[config.mk]
export PLATFORM = sky130hd
export DESIGN_NAME = radio_mode_ctrl
export DESIGN_NICKNAME = d
export VERILOG_FILES = /design/src/rtl/radio_mode_pkg.sv /design/src/rtl/radio_mode_seq.sv /design/src/rtl/radio_pwr_decode.sv /design/src/rtl/radio_bw_timer.sv /design/src/rtl/radio_mode_ctrl.sv
export SDC_FILE = /design/constraint.sdc
export NUM_CORES = 1
export LEC_CHECK = 0
export BUFFER_PORTS_ARGS = -buffer_cell sky130_fd_sc_hd__buf_2
export CORE_ASPECT_RATIO = 0.7
export CORE_MARGIN = 2
export CORE_UTILIZATION = 34
export DETAILED_ROUTE_END_ITERATION = 7
export GPL_TIMING_DRIVEN = 0
export PLACE_DENSITY = 0.61
export SYNTH_ARGS = -nofsm -noshare
export SYNTH_HDL_FRONTEND = slang
export SYNTH_SLANG_ARGS = --single-unit
[constraint.sdc]
create_clock -name clk -period 3.28 [get_ports clk]
set_clock_uncertainty 0.1 [all_clocks]
set_input_delay 0.328 -clock clk [delete_from_list [all_inputs] [get_ports clk]]
set_output_delay 0.328 -clock clk [all_outputs]
set_load 0.01 [all_outputs]
[src/rtl/radio_mode_pkg.sv]
package radio_mode_pkg;

  typedef enum logic [3:0] {
    ST_OFF          = 4'd0,
    ST_PWRUP_SETTLE = 4'd1,
    ST_PWRUP_HOLD   = 4'd2,
    ST_IDLE         = 4'd3,
    ST_SLEEP        = 4'd4,
    ST_WAKE_SETTLE  = 4'd5,
    ST_TX_ARM       = 4'd6,
    ST_TX_SYNC      = 4'd7,
    ST_PA_ON        = 4'd8,
    ST_TX_RUN       = 4'd9,
    ST_PA_OFF       = 4'd10,
    ST_RX_SETTLE    = 4'd11,
    ST_RX_RUN       = 4'd12
  } rm_state_e;

  // Bit positions of the power control vector
  localparam int PW_TX   = 0;
  localparam int PW_RX   = 1;
  localparam int PW_PA   = 2;
  localparam int PW_MULT = 3;
  localparam int PW_OSC  = 4;
  localparam int PW_N    = 5;

  function automatic logic synth_active(rm_state_e s);
    return (s inside {ST_TX_ARM, ST_TX_SYNC, ST_PA_ON, ST_TX_RUN,
                      ST_PA_OFF, ST_RX_SETTLE, ST_RX_RUN});
  endfunction

endpackage

[src/rtl/radio_mode_seq.sv]
module radio_mode_seq
  import radio_mode_pkg::*;
#(
  parameter int XTAL_SETTLE = 8,
  parameter int TX_PU_DLY   = 4,
  parameter int RX_PU_DLY   = 6,
  localparam int M1     = (XTAL_SETTLE > TX_PU_DLY) ? XTAL_SETTLE : TX_PU_DLY,
  localparam int DW_MAX = (M1 > RX_PU_DLY) ? M1 : RX_PU_DLY,
  localparam int DW_W   = $clog2(DW_MAX + 1)
) (
  input  logic            clk,
  input  logic            rst_n,
  input  logic            tick_i,
  input  logic            pwr_on_i,
  input  logic            xtal_en_i,
  input  logic            data_i,
  input  logic            pkt_i,
  input  logic            rx_en_i,
  input  logic            tx_en_i,
  output rm_state_e       st_o,
  output logic [DW_W-1:0] dwell_o
);

  localparam logic [DW_W-1:0] SETTLE_LIM = DW_W'(XTAL_SETTLE - 1);
  localparam logic [DW_W-1:0] RX_LIM     = DW_W'(RX_PU_DLY);
  localparam logic [DW_W-1:0] DW_SAT     = DW_W'(DW_MAX);

  rm_state_e       st_q, st_nxt;
  logic [DW_W-1:0] dwell_q, dwell_nxt;
  logic            data_q;
  logic            data_rise;
  logic            settle_done;

  assign data_rise   = data_i & ~data_q;
  assign settle_done = (dwell_q >= SETTLE_LIM);

  // Next-state decision, evaluated only on a tick
  always_comb begin
    st_nxt = st_q;
    if (tick_i) begin
      if (!pwr_on_i) begin
        st_nxt = ST_OFF;
      end else begin
        case (st_q)
          ST_OFF:          st_nxt = ST_PWRUP_SETTLE;
          ST_PWRUP_SETTLE: if (settle_done) st_nxt = ST_PWRUP_HOLD;
          ST_PWRUP_HOLD:   if (xtal_en_i) st_nxt = ST_IDLE;
          ST_IDLE: begin
            if (!xtal_en_i)                st_nxt = ST_SLEEP;
            else if (tx_en_i && !rx_en_i)  st_nxt = ST_TX_ARM;
            else if (rx_en_i && !tx_en_i)  st_nxt = ST_RX_SETTLE;
          end
          ST_SLEEP:        if (xtal_en_i) st_nxt = ST_WAKE_SETTLE;
          ST_WAKE_SETTLE:  if (settle_done) st_nxt = ST_IDLE;
          ST_TX_ARM: begin
            if (!tx_en_i)                  st_nxt = ST_IDLE;
            else if (data_rise && !pkt_i)  st_nxt = ST_TX_SYNC;
          end
          ST_TX_SYNC: begin
            if (!tx_en_i)                  st_nxt = ST_IDLE;
            else if (pkt_i)                st_nxt = ST_PA_ON;
          end
          ST_PA_ON:        st_nxt = ST_TX_RUN;
          ST_TX_RUN:       if (!pkt_i) st_nxt = ST_PA_OFF;
          ST_PA_OFF:       st_nxt = ST_IDLE;
          ST_RX_SETTLE: begin
            if (!rx_en_i)                  st_nxt = ST_IDLE;
            else if (dwell_q >= RX_LIM)    st_nxt = ST_RX_RUN;
          end
          ST_RX_RUN:       if (!rx_en_i) st_nxt = ST_IDLE;
          default:         st_nxt = ST_OFF;
        endcase
      end
    end
  end

  // Ticks spent in the current state, saturating
  always_comb begin
    if (st_nxt != st_q)       dwell_nxt = '0;
    else if (dwell_q == DW_SAT) dwell_nxt = dwell_q;
    else                      dwell_nxt = dwell_q + 1'b1;
  end

  always_ff @(posedge clk or negedge rst_n) begin
    if (!rst_n) begin
      st_q    <= ST_OFF;
      dwell_q <= '0;
      data_q  <= 1'b0;
    end else if (tick_i) begin
      st_q    <= st_nxt;
      dwell_q <= dwell_nxt;
      data_q  <= data_i;
    end
  end

  assign st_o    = st_q;
  assign dwell_o = dwell_q;

endmodule

[src/rtl/radio_pwr_decode.sv]
module radio_pwr_decode
  import radio_mode_pkg::*;
#(
  parameter int TX_PU_DLY = 4,
  parameter int RX_PU_DLY = 6,
  parameter int DW_W      = 4
) (
  input  rm_state_e       st_i,
  input  logic [DW_W-1:0] dwell_i,
  input  logic            bypass_i,
  input  logic [PW_N-1:0] byp_bits_i,
  output logic            chip_clr_o,
  output logic [PW_N-1:0] pwr_o
);

  localparam logic [DW_W-1:0] TX_LIM = DW_W'(TX_PU_DLY);
  localparam logic [DW_W-1:0] RX_LIM = DW_W'(RX_PU_DLY);

  logic [PW_N-1:0] fsm_pwr;

  always_comb begin
    fsm_pwr          = '0;
    fsm_pwr[PW_OSC]  = !(st_i inside {ST_OFF, ST_SLEEP});
    fsm_pwr[PW_MULT] = (st_i inside {ST_RX_SETTLE, ST_RX_RUN});
    fsm_pwr[PW_RX]   = ((st_i == ST_RX_SETTLE) && (dwell_i >= RX_LIM)) ||
                       (st_i == ST_RX_RUN);
    fsm_pwr[PW_TX]   = ((st_i == ST_TX_ARM) && (dwell_i >= TX_LIM)) ||
                       (st_i inside {ST_TX_SYNC, ST_PA_ON, ST_TX_RUN, ST_PA_OFF});
    fsm_pwr[PW_PA]   = (st_i inside {ST_PA_ON, ST_TX_RUN});
  end

  assign chip_clr_o = (st_i == ST_OFF);

  for (genvar g = 0; g < PW_N; g++) begin : g_byp_mux
    assign pwr_o[g] = bypass_i ? byp_bits_i[g] : fsm_pwr[g];
  end

endmodule

[src/rtl/radio_bw_timer.sv]
module radio_bw_timer #(
  parameter int BW_STEP = 50,
  localparam int BW_MAX = 3 * BW_STEP,
  localparam int BW_W   = $clog2(BW_MAX + 1)
) (
  input  logic       clk,
  input  logic       rst_n,
  input  logic       tick_i,
  input  logic       synth_on_i,
  input  logic [1:0] sel_i,
  output logic       narrow_o
);

  localparam logic [BW_W-1:0] LIM1 = BW_W'(BW_STEP);
  localparam logic [BW_W-1:0] LIM2 = BW_W'(2 * BW_STEP);
  localparam logic [BW_W-1:0] LIM3 = BW_W'(BW_MAX);

  logic [BW_W-1:0] cnt_q, cnt_nxt;
  logic [BW_W-1:0] lim;

  always_comb begin
    case (sel_i)
      2'd0:    lim = '0;
      2'd1:    lim = LIM1;
      2'd2:    lim = LIM2;
      default: lim = LIM3;
    endcase
  end

  always_comb begin
    if (!synth_on_i)                  cnt_nxt = '0;
    else if (tick_i && cnt_q != LIM3) cnt_nxt = cnt_q + 1'b1;
    else                              cnt_nxt = cnt_q;
  end

  always_ff @(posedge clk or negedge rst_n) begin
    if (!rst_n) cnt_q <= '0;
    else        cnt_q <= cnt_nxt;
  end

  assign narrow_o = synth_on_i && (cnt_q >= lim);

endmodule

[src/rtl/radio_mode_ctrl.sv]
module radio_mode_ctrl
  import radio_mode_pkg::*;
#(
  parameter int XTAL_SETTLE = 8,
  parameter int TX_PU_DLY   = 4,
  parameter int RX_PU_DLY   = 6,
  parameter int BW_STEP     = 50
) (
  input  logic       clk,
  input  logic       rst_n,
  input  logic       tick_1us,
  input  logic       pwr_on,
  input  logic       xtal_en,
  input  logic       data_in,
  input  logic       pkt_ctl,
  input  logic       rx_en,
  input  logic       tx_en,
  input  logic [1:0] bw_dly_sel,
  input  logic       bypass,
  input  logic [4:0] byp_bits,
  output logic       chip_clr,
  output logic       osc_on,
  output logic       mult_on,
  output logic       rx_pwr,
  output logic       tx_pwr,
  output logic       pa_pwr,
  output logic       bw_narrow,
  output logic [3:0] mode_o
);

  localparam int M1     = (XTAL_SETTLE > TX_PU_DLY) ? XTAL_SETTLE : TX_PU_DLY;
  localparam int DW_MAX = (M1 > RX_PU_DLY) ? M1 : RX_PU_DLY;
  localparam int DW_W   = $clog2(DW_MAX + 1);

  rm_state_e       st;
  logic [DW_W-1:0] dwell;
  logic [PW_N-1:0] pwr;
  logic            synth_on;

  radio_mode_seq #(
    .XTAL_SETTLE (XTAL_SETTLE),
    .TX_PU_DLY   (TX_PU_DLY),
    .RX_PU_DLY   (RX_PU_DLY)
  ) u_seq (
    .clk       (clk),
    .rst_n     (rst_n),
    .tick_i    (tick_1us),
    .pwr_on_i  (pwr_on),
    .xtal_en_i (xtal_en),
    .data_i    (data_in),
    .pkt_i     (pkt_ctl),
    .rx_en_i   (rx_en),
    .tx_en_i   (tx_en),
    .st_o      (st),
    .dwell_o   (dwell)
  );

  radio_pwr_decode #(
    .TX_PU_DLY (TX_PU_DLY),
    .RX_PU_DLY (RX_PU_DLY),
    .DW_W      (DW_W)
  ) u_dec (
    .st_i       (st),
    .dwell_i    (dwell),
    .bypass_i   (bypass),
    .byp_bits_i (byp_bits),
    .chip_clr_o (chip_clr),
    .pwr_o      (pwr)
  );

  assign synth_on = synth_active(st);

  radio_bw_timer #(
    .BW_STEP (BW_STEP)
  ) u_bw (
    .clk        (clk),
    .rst_n      (rst_n),
    .tick_i     (tick_1us),
    .synth_on_i (synth_on),
    .sel_i      (bw_dly_sel),
    .narrow_o   (bw_narrow)
  );

  assign osc_on  = pwr[PW_OSC];
  assign mult_on = pwr[PW_MULT];
  assign rx_pwr  = pwr[PW_RX];
  assign tx_pwr  = pwr[PW_TX];
  assign pa_pwr  = pwr[PW_PA];
  assign mode_o  = st;

endmodule

==> flow_summary.json, run 1 <==
{
  "setup_viol": 0,
  "outcome": "finished clean",
  "p_sw_uw": 200,
  "port_buffers": 25,
  "grt_use_total_pct": 16.7,
  "syn_inst": 212,
  "finalCriticalPeriod_ns": 2.71,
  "clockBufferDepth": 2,
  "die_area_mm2": 0.00573,
  "avgSynthCellArea_um2": 8.23,
  "rows": 21,
  "grt_pass1_wl_mm": 7.57,
  "power.internal_uw": 392,
  "tns_ns": 0,
  "clk_latency_ns": 0.25,
  "synth_edf_count": 0,
  "ys_types": 55,
  "antenna_found_initial": 0,
  "synthFlopType": "dfrtp_1",
  "seq_area_frac_synth_pct": 24.4,
  "routed_wl_mm": 4.37,
  "cts_sinks": 17,
  "root_buffer": "clkbuf_8",
  "setup.worst_path.class": "flop to output port",
  "hold_violations": 0,
  "synthTopCellsByCount": "17 x dfrtp_1, 16 x inv_1, 16 x nor2_1",
  "tightest_slew_ns": 0.778,
  "cp_data_required_time_ns": 2.85,
  "drt-initial-drc-count": 157,
  "async_reset_ff_share_pct": 100,
  "slew_headroom_pct": 48.1,
  "netlist.area_leader.share_pct": 24.4,
  "syn_to_final_growth_pct": 15.3,
  "drc_errors": 0,
  "cts.reportedPaths.clkPinSlew_ns": 0.06,
  "initial_core_util_pct": 35.9,
  "clkPwrFrac_pct": 26.6,
  "grt_max_degree": 18,
  "fin_cells": 311,
  "syn-num-nets": 242,
  "drive_gt1_share_pct": 19.8,
  "grt_setup_unrepaired": "false",
  "seqPwrFrac_pct": 43.4,
  "nets": 273,
  "die-width_um": 89.6,
  "pwr_density_cell_mw_per_mm2": 294,
  "routedWlPerCell_um": 14.0,
  "pin_count": 28,
  "crit_path_end_kind": "output port",
  "final_max_slew_viol_count": 0,
  "cts_buffers": 3,
  "swShare_pct": 33.8,
  "yosys.area.top_type": "dfrtp_1",
  "dp_hpwl_mm": 3.43,
  "ys_ff_latch": 17,
  "firstDrtPassIters": 4,
  "maxCapViolCount": 0,
  "clock.fmax_mhz": 368,
  "worst_setup_path_start_kind": "flop",
  "ant_nets": 0,
  "grt_pass1_vias": 1551,
  "synth_area_leaders": "dfrtp_1 24%, ha_1 9.3%, o21ai_0 4.3%",
  "core_mm2": 0.00486,
  "power.leakage_uw": 0.000837,
  "htreeDepth": 1,
  "cp_max_fo": 10,
  "fill_cells": 490,
  "synth_warnings": 0,
  "period_share_pct": 82.8,
  "dieHeight_um": 63.9,
  "gp_congestion": 0.917,
  "arrival_ns": 2.29,
  "holdCritPathClass": "primary input to flop",
  "syn_area_mm2": 0.00175,
  "yosys.cell_count.top_type": "dfrtp_1",
  "p_comb_share_pct": 30.1,
  "cts_tree": "yes",
  "dp.cells": 306,
  "via_per_inst": 5.39,
  "diodes": 0,
  "post_cts_buffers": 0,
  "vdd_ir_drop_max_v": 0.000159,
  "vias": 1677,
  "overflow": 0
}
## final timing paths
kind	end	start	depth (start not counted)	slack (ns)
hold / removal	u_seq.data_q	data_in	2	0.25
setup / recovery	bw_narrow	u_seq.st_o[0]	6	0.57
min in group asynchronous	u_seq.st_o[2]	rst_n	2	0.43
hold reg to reg	u_seq.data_q	u_seq.data_q	1	0.41
setup reg to reg	u_seq.dwell_o[2]	u_seq.dwell_o[0]	6	1.04
max in group asynchronous	u_seq.st_o[0]	rst_n	2	2.37
## sequential cells by signal (all words and copies together), names as in the netlist
signal	cells
u_bw.cnt_q	8
u_seq.dwell_o	4
u_seq.st_o	4
u_seq.data_q	1
## layer usage
layer	GRT usage, %	share of wire, %	vias to the layer above
met1	26.8	51	773
met4	2.24	0.32	0
met2	21.0	40	66
li1	-	-	836
met5	0	0	-
met3	6.07	9.4	2
## kinds of logic (layout without fill, tap and decap cells)
logic type               count (synthesis)  in the layout  share of synthesized area [%]
AO/OA/AOI/OAI                           58             58                           25.2
XOR/XNOR                                10             10                           5.02
adder cells (fa/ha/maj)                 13             13                           9.32
buffers and inverters                   28             58                           7.24
flip-flops                              17             17                           24.4
multiplexers                             5              5                           3.37
AND/OR/NAND/NOR                         81             81                           25.4
## power groups by stage
stage	registers, uW	logic, uW	clock network [uW]
floorplan	254	122	0
finish	257	178	157
CTS	256	179	166
detailed placement	261	176	0
global route	262	203	175
global placement	261	175	0
## repair_timing
item	CTS	global route
gates resized for setup	0	0
hold buffers	1	0
endpoints found under the hold margin	17	0
## critical path, stage by stage, from the launching register on
cell	delay, ns
dfrtp_1	0.53
buf_2	0.27
buf_2	0.25
o21ai_0	0.10
a22oi_1	0.62
a211oi_1	0.09
buf_2	0.18
## final cells by class
| type | count | area (um2) | share of cell area (%) |
|---|---|---|---|
| multi-input cells | 167 | 1190 | 59.3 |
| well taps | 69 | 86.3 | 4.29 |
| inverters | 16 | 60.1 | 2.99 |
| plain buffers | 12 | 66.3 | 3.30 |
| flip-flops and latches | 17 | 425 | 21.1 |
| repair buffers | 26 | 135 | 6.72 |
| clock buffers | 4 | 45.0 | 2.24 |
## cell usage in the layout (no fill, tap or decap), drive strengths merged, types with 2 or more instances in the layout
master / synthesis / final
o22ai: 2 / 2
nor2: 16 / 16
xor2: 6 / 6
dfrtp: 17 / 17
o211ai: 6 / 6
a31oi: 2 / 2
o21ai: 16 / 16
a21boi: 4 / 4
nand4: 7 / 7
nand2b: 6 / 6
nor3b: 2 / 2
mux2: 4 / 4
o31ai: 2 / 2
xnor2: 4 / 4
a211oi: 3 / 3
buf: 7 / 32
a211o: 2 / 2
nand2: 15 / 15
ha: 13 / 13
nor4: 6 / 6
nor3: 2 / 2
and2: 3 / 3
clkbuf: 5 / 9
inv: 16 / 16
nand3: 14 / 14
a22oi: 2 / 2
a311oi: 2 / 2
nor2b: 3 / 3
a21oi: 8 / 8
## metrics by stage
stage,cell area [um2],util [%],hold WS [ns],power (uW),setup WS [ns]
4_1_cts,2010,41.4,0.238,601,0.557
3_3_place_gp,1960,40.3,0.174,436,0.691
5_1_grt,2010,41.4,0.249,639,0.326
6_report,2010,41.4,0.246,592,0.565
3_5_place_dp,1960,40.3,0.174,437,0.693
2_1_floorplan,1750,-,-0.0676,376,1.04
(Power assumes the default switching activity.)
==> run 2, diff against run 1 <==
Clock period 3.28 ns to 2.82 ns, I/O delays scaled along.
==> run 2 against run 1 <==
Against the previous run:
- clock power grew 18%
- final area rose by 0.25%
- power up 17%
- non-clock buffer count unchanged
- cell count unchanged
- sequential share of layout area is 0.052 points lower
- utilization increased by 0.10 points
- hold slack lost 0.046 ns
- routed wire length unchanged
- register-to-register slack lost 0.45 ns
- sequential cell count unchanged
- largest power group unchanged
- highest routed layer unchanged
==> flow_summary.json, run 2 (same netlist as run 1, synthesis figures left out) <==
{
  "grt_setup_unrepaired": "false",
  "largest_reg_flops": 8,
  "tns_ns": 0,
  "vdd_ir_drop_max_v": 0.000185,
  "routed_wl_mm": 4.37,
  "initial_core_util_pct": 35.9,
  "fin_cells": 311,
  "tightest_slew_ns": 0.507,
  "vias": 1678,
  "grt_use_total_pct": 16.7,
  "cp_data_required_time_ns": 2.44,
  "final_cell_mix": "30 x buf_2, 17 x dfrtp_1, 16 x inv_1, 16 x nor2_1",
  "dieHeight_um": 63.9,
  "holdCritPathClass": "primary input to flop",
  "arrival_ns": 2.17,
  "maxCapViolCount": 0,
  "via_per_inst": 5.40,
  "die-width_um": 89.6,
  "drc_errors": 0,
  "critical_path.cell_chain": "buf_2, buf_2, o311ai_0, o21ai_0, mux2_2, buf_2",
  "root_buffer": "clkbuf_8",
  "die_area_mm2": 0.00573,
  "pin_count": 28,
  "critPathMostFrequentCell": "buf_2",
  "overflow": 0,
  "clk_latency_ns": 0.25,
  "slew_headroom_pct": 66.2,
  "finalPower_uw": 692,
  "setup.worst_path.class": "flop to output port",
  "rows": 21,
  "worst_setup_path_start_kind": "flop",
  "cp_max_fo": 10,
  "setup_viol": 0,
  "core_mm2": 0.00486,
  "drt-initial-drc-count": 203,
  "hold_violations": 0,
  "clockBufferDepth": 2,
  "grt_pass1_wl_mm": 7.57,
  "cts_buffers": 3,
  "hold-worst-slack_ns": 0.200,
  "regMostFlops": "u_bw.cnt_q",
  "outcome": "finished clean",
  "grt_max_degree": 18,
  "period_share_pct": 90.4,
  "routedWlPerCell_um": 14.0,
  "htreeDepth": 1,
  "dp.cells": 306,
  "power.leakage_uw": 0.000838,
  "cts.reportedPaths.clkPinSlew_ns": 0.06,
  "antenna_found_initial": 0,
  "syn_to_final_growth_pct": 15.6,
  "ant_nets": 0,
  "firstDrtPassIters": 4,
  "cts_sinks": 17,
  "clock.fmax_mhz": 392,
  "pwr_density_cell_mw_per_mm2": 343,
  "nets": 273,
  "grt_pass1_vias": 1551,
  "finalCriticalPeriod_ns": 2.55,
  "dp_hpwl_mm": 3.43,
  "drive_gt1_share_pct": 20.2,
  "port_buffers": 25,
  "crit_path_end_kind": "output port",
  "cts_tree": "yes",
  "final_common_cell": "buf_2",
  "slowest_stage": "dfrtp_1",
  "gp_congestion": 0.917,
  "final_max_slew_viol_count": 0,
  "diodes": 0,
  "max_stage_delay_ns": 0.49
}
run 2: cell counts in the layout (fill, tap and decap cells not counted):
No cell type changed its count.
run 2: per-stage QoR:
stage          instance area (um2)  utilization [%]  setup WS [ns]
6_report                      2020             41.5          0.271
2_1_floorplan                 1750                -          0.667
4_1_cts                       2010             41.4          0.143
5_1_grt                       2020             41.5          0.116
3_5_place_dp                  1960             40.3          0.325
3_3_place_gp                  1960             40.3          0.323
run 2: final timing paths:
kind,start,to,slack (ns),cells after the start
max,u_seq.st_o[0],tx_pwr,0.27,6
min reg2reg,u_seq.data_q,u_seq.data_q,0.41,1
min,data_in,u_seq.data_q,0.20,2
max reg2reg,u_seq.dwell_o[0],u_seq.dwell_o[2],0.59,6
min in group asynchronous,rst_n,u_seq.st_o[2],0.38,2
max in group asynchronous,rst_n,u_seq.st_o[0],1.95,2
run 2: metal layers:
metal  GRT usage (%)  wire, um  part of all wire (%)  up-vias
met4            2.24        11                  0.25        0
met3            6.07       424                   9.7        2
li1                -         -                     -      835
met5               0         0                     0        -
met1            26.8      2230                    51      771
met2            21.0      1710                    39       70
run 2: repair_timing:
action / CTS / global route
hold buffers: 1 / 0
endpoints found under the hold margin: 17 / 0
gates resized for setup: 0 / 1
buffers inserted: 0 / 0
setup endpoints to repair: 0 / 1
run 2: critical path, delay by kind of cell (launching register included):
kind / cells / cell delay (ns)
DFF: 1 / 0.49
buffers and inverters: 3 / 0.56
muxes: 1 / 0.27
AOI/OAI and AO/OA: 2 / 0.58
run 2: report_power, final:
group          internal, uW  leakage (uW)  switching [uW]
clock network           100     0.0000228            85.5
registers               266      0.000231            33.8
logic                  89.9      0.000584             117
total                   456      0.000838             236
run 2: final cells by class:
| cell class | count | area (um2) |
|---|---|---|
| Tap cell | 69 | 86.3 |
| Buffer | 12 | 66.3 |
| Inverter | 16 | 60.1 |
| Fill cell | 489 | 2840 |
| Sequential cell | 17 | 425 |
| Clock buffer | 4 | 45.0 |
| Timing Repair Buffer | 26 | 135 |
| Multi-Input combinational cell | 167 | 1200 |
==> run 3, diff against run 2 <==
Settings changed: MAX_ROUTING_LAYER set to met4, PLACE_DENSITY 0.61 to 0.64.
==> run 3 against run 2 <==
Against the previous run:
- die area stayed put
- cell count did not move
- fmax increased by 0.35%
- first-iteration DRC count shrank 9.4%
- count of clock-buffer cells in the layout unchanged
- critical path depth is the same
- routed wire length grew 0.11%
- sequential cell count did not move
- via count about the same
- clock power about the same
- non-clock buffer count stayed put
- register-to-register slack is essentially flat
- critical path type unchanged
- critical endpoint unchanged
- largest cell class unchanged
- largest power group unchanged
- highest routed layer unchanged
==> flow_summary.json, run 3 (same netlist as run 1, synthesis figures left out) <==
{
  "outcome": "finished clean",
  "drt-initial-drc-count": 184,
  "maxCapViolCount": 0,
  "pwr_density_cell_mw_per_mm2": 343,
  "arrival_ns": 2.16,
  "htreeDepth": 1,
  "crit_path_end_kind": "output port",
  "cp_data_required_time_ns": 2.44,
  "drc_errors": 0,
  "fill_cells": 468,
  "core_mm2": 0.00486,
  "finalCriticalPeriod_ns": 2.54,
  "regMostFlops": "u_bw.cnt_q",
  "grt_use_total_pct": 16.9,
  "gp_congestion": 0.945,
  "power.leakage_uw": 0.000838,
  "final_common_cell": "buf_2",
  "cts_sinks": 17,
  "hold_violations": 0,
  "die_area_mm2": 0.00573,
  "final_cell_mix": "30 x buf_2, 17 x dfrtp_1, 16 x inv_1, 16 x nor2_1",
  "ant_nets": 0,
  "diodes": 0,
  "grt_setup_unrepaired": "false",
  "clk_latency_ns": 0.25,
  "dieHeight_um": 63.9,
  "slew_headroom_pct": 66.5,
  "period_share_pct": 90.1,
  "tns_ns": 0,
  "setup.worst_path.class": "flop to output port",
  "port_buffers": 25,
  "cts_buffers": 3,
  "clockBufferDepth": 2,
  "die-width_um": 89.6,
  "largest_reg_flops": 8,
  "grt_pass1_wl_mm": 7.47,
  "overflow": 0,
  "holdCritPathClass": "primary input to flop",
  "clock.fmax_mhz": 394,
  "antenna_found_initial": 0,
  "root_buffer": "clkbuf_8",
  "hold-worst-slack_ns": 0.184,
  "grt_max_degree": 18,
  "pin_count": 28,
  "ff_latch_area_um2": 425,
  "setup_ws_ns": 0.280,
  "nets": 273,
  "syn_to_final_growth_pct": 15.6,
  "cp_max_fo": 10,
  "routedWlPerCell_um": 14.1,
  "rows": 21,
  "worst_setup_path_start_kind": "flop",
  "initial_core_util_pct": 35.9,
  "vdd_ir_drop_max_v": 0.000180,
  "place_ws_ns": 0.302,
  "firstDrtPassIters": 5,
  "r2r_setup_slack_ns": 0.59,
  "routed_wl_mm": 4.37,
  "dp_hpwl_mm": 3.36,
  "final_max_slew_viol_count": 0,
  "multi_input_area_mm2": 0.00120,
  "via_per_inst": 5.39,
  "vias": 1677,
  "drive_gt1_share_pct": 20.2,
  "grt_pass1_vias": 1533,
  "cts_tree": "yes",
  "finalPower_uw": 691,
  "tightest_slew_ns": 0.502,
  "cts.reportedPaths.clkPinSlew_ns": 0.07,
  "setup_viol": 0
}
## run 3: cell counts in the layout (fill, tap and decap cells not counted)
Identical to the previous run, type by type.
## run 3: worst max-delay path, cell delays in order (launching register included)
cell and delay, ns:
dfrtp_1 0.49, buf_2 0.23, buf_2 0.21, o311ai_0 0.42
o21ai_0 0.14, mux2_2 0.28, buf_2 0.14
## run 3: path summary, 6_finish.rpt
kind / from / endpoint / cells past startpoint
setup / recovery: u_seq.st_o[0] / tx_pwr / 6
hold / removal: data_in / u_seq.data_q / 2
setup reg to reg: u_seq.dwell_o[0] / u_seq.dwell_o[1] / 6
hold reg to reg: u_seq.data_q / u_seq.data_q / 1
max in group asynchronous: rst_n / u_seq.st_o[2] / 2
min in group asynchronous: rst_n / u_bw.cnt_q[1] / 2
## run 3: what timing repair did
item                                    in CTS  in global routing
resized for setup                            0                  1
buffers inserted                             0                  0
endpoints found under the hold margin       17                  0
hold buffers                                 1                  0
endpoints found under the setup margin       0                  1
## run 3: through the flow
| step | cells | cell area [um2] | util, % |
|---|---|---|---|
| after floorplan | 212 | 1750 | - |
| after global placement | 306 | 1960 | 40.3 |
| after detailed placement | 306 | 1960 | 40.3 |
| after CTS | 311 | 2010 | 41.4 |
| after global routing | 311 | 2020 | 41.5 |
| final | 311 | 2020 | 41.5 |
## run 3: area by class of cell
type	instances	share of cell area [%]
Sequential cell	17	21.1
Inverter	16	2.98
Tap cell	69	4.28
Buffer	12	3.29
Multi-Input combinational cell	167	59.4
Timing Repair Buffer	26	6.70
Clock buffer	4	2.23
## run 3: power by group
group | internal (uW) | switching [uW] | total (uW)
clock | 100 | 85.5 | 186
combinational | 90.1 | 118 | 208
sequential | 266 | 31.7 | 297
total | 456 | 235 | 691
## run 3: routing by layer
layer	global-route usage, %	wire length, um	up-vias
met5	-	0	-
met4	1.49	8	0
met3	4.26	383	2
met2	21.9	1780	75
met1	26.9	2200	761
li1	-	-	839
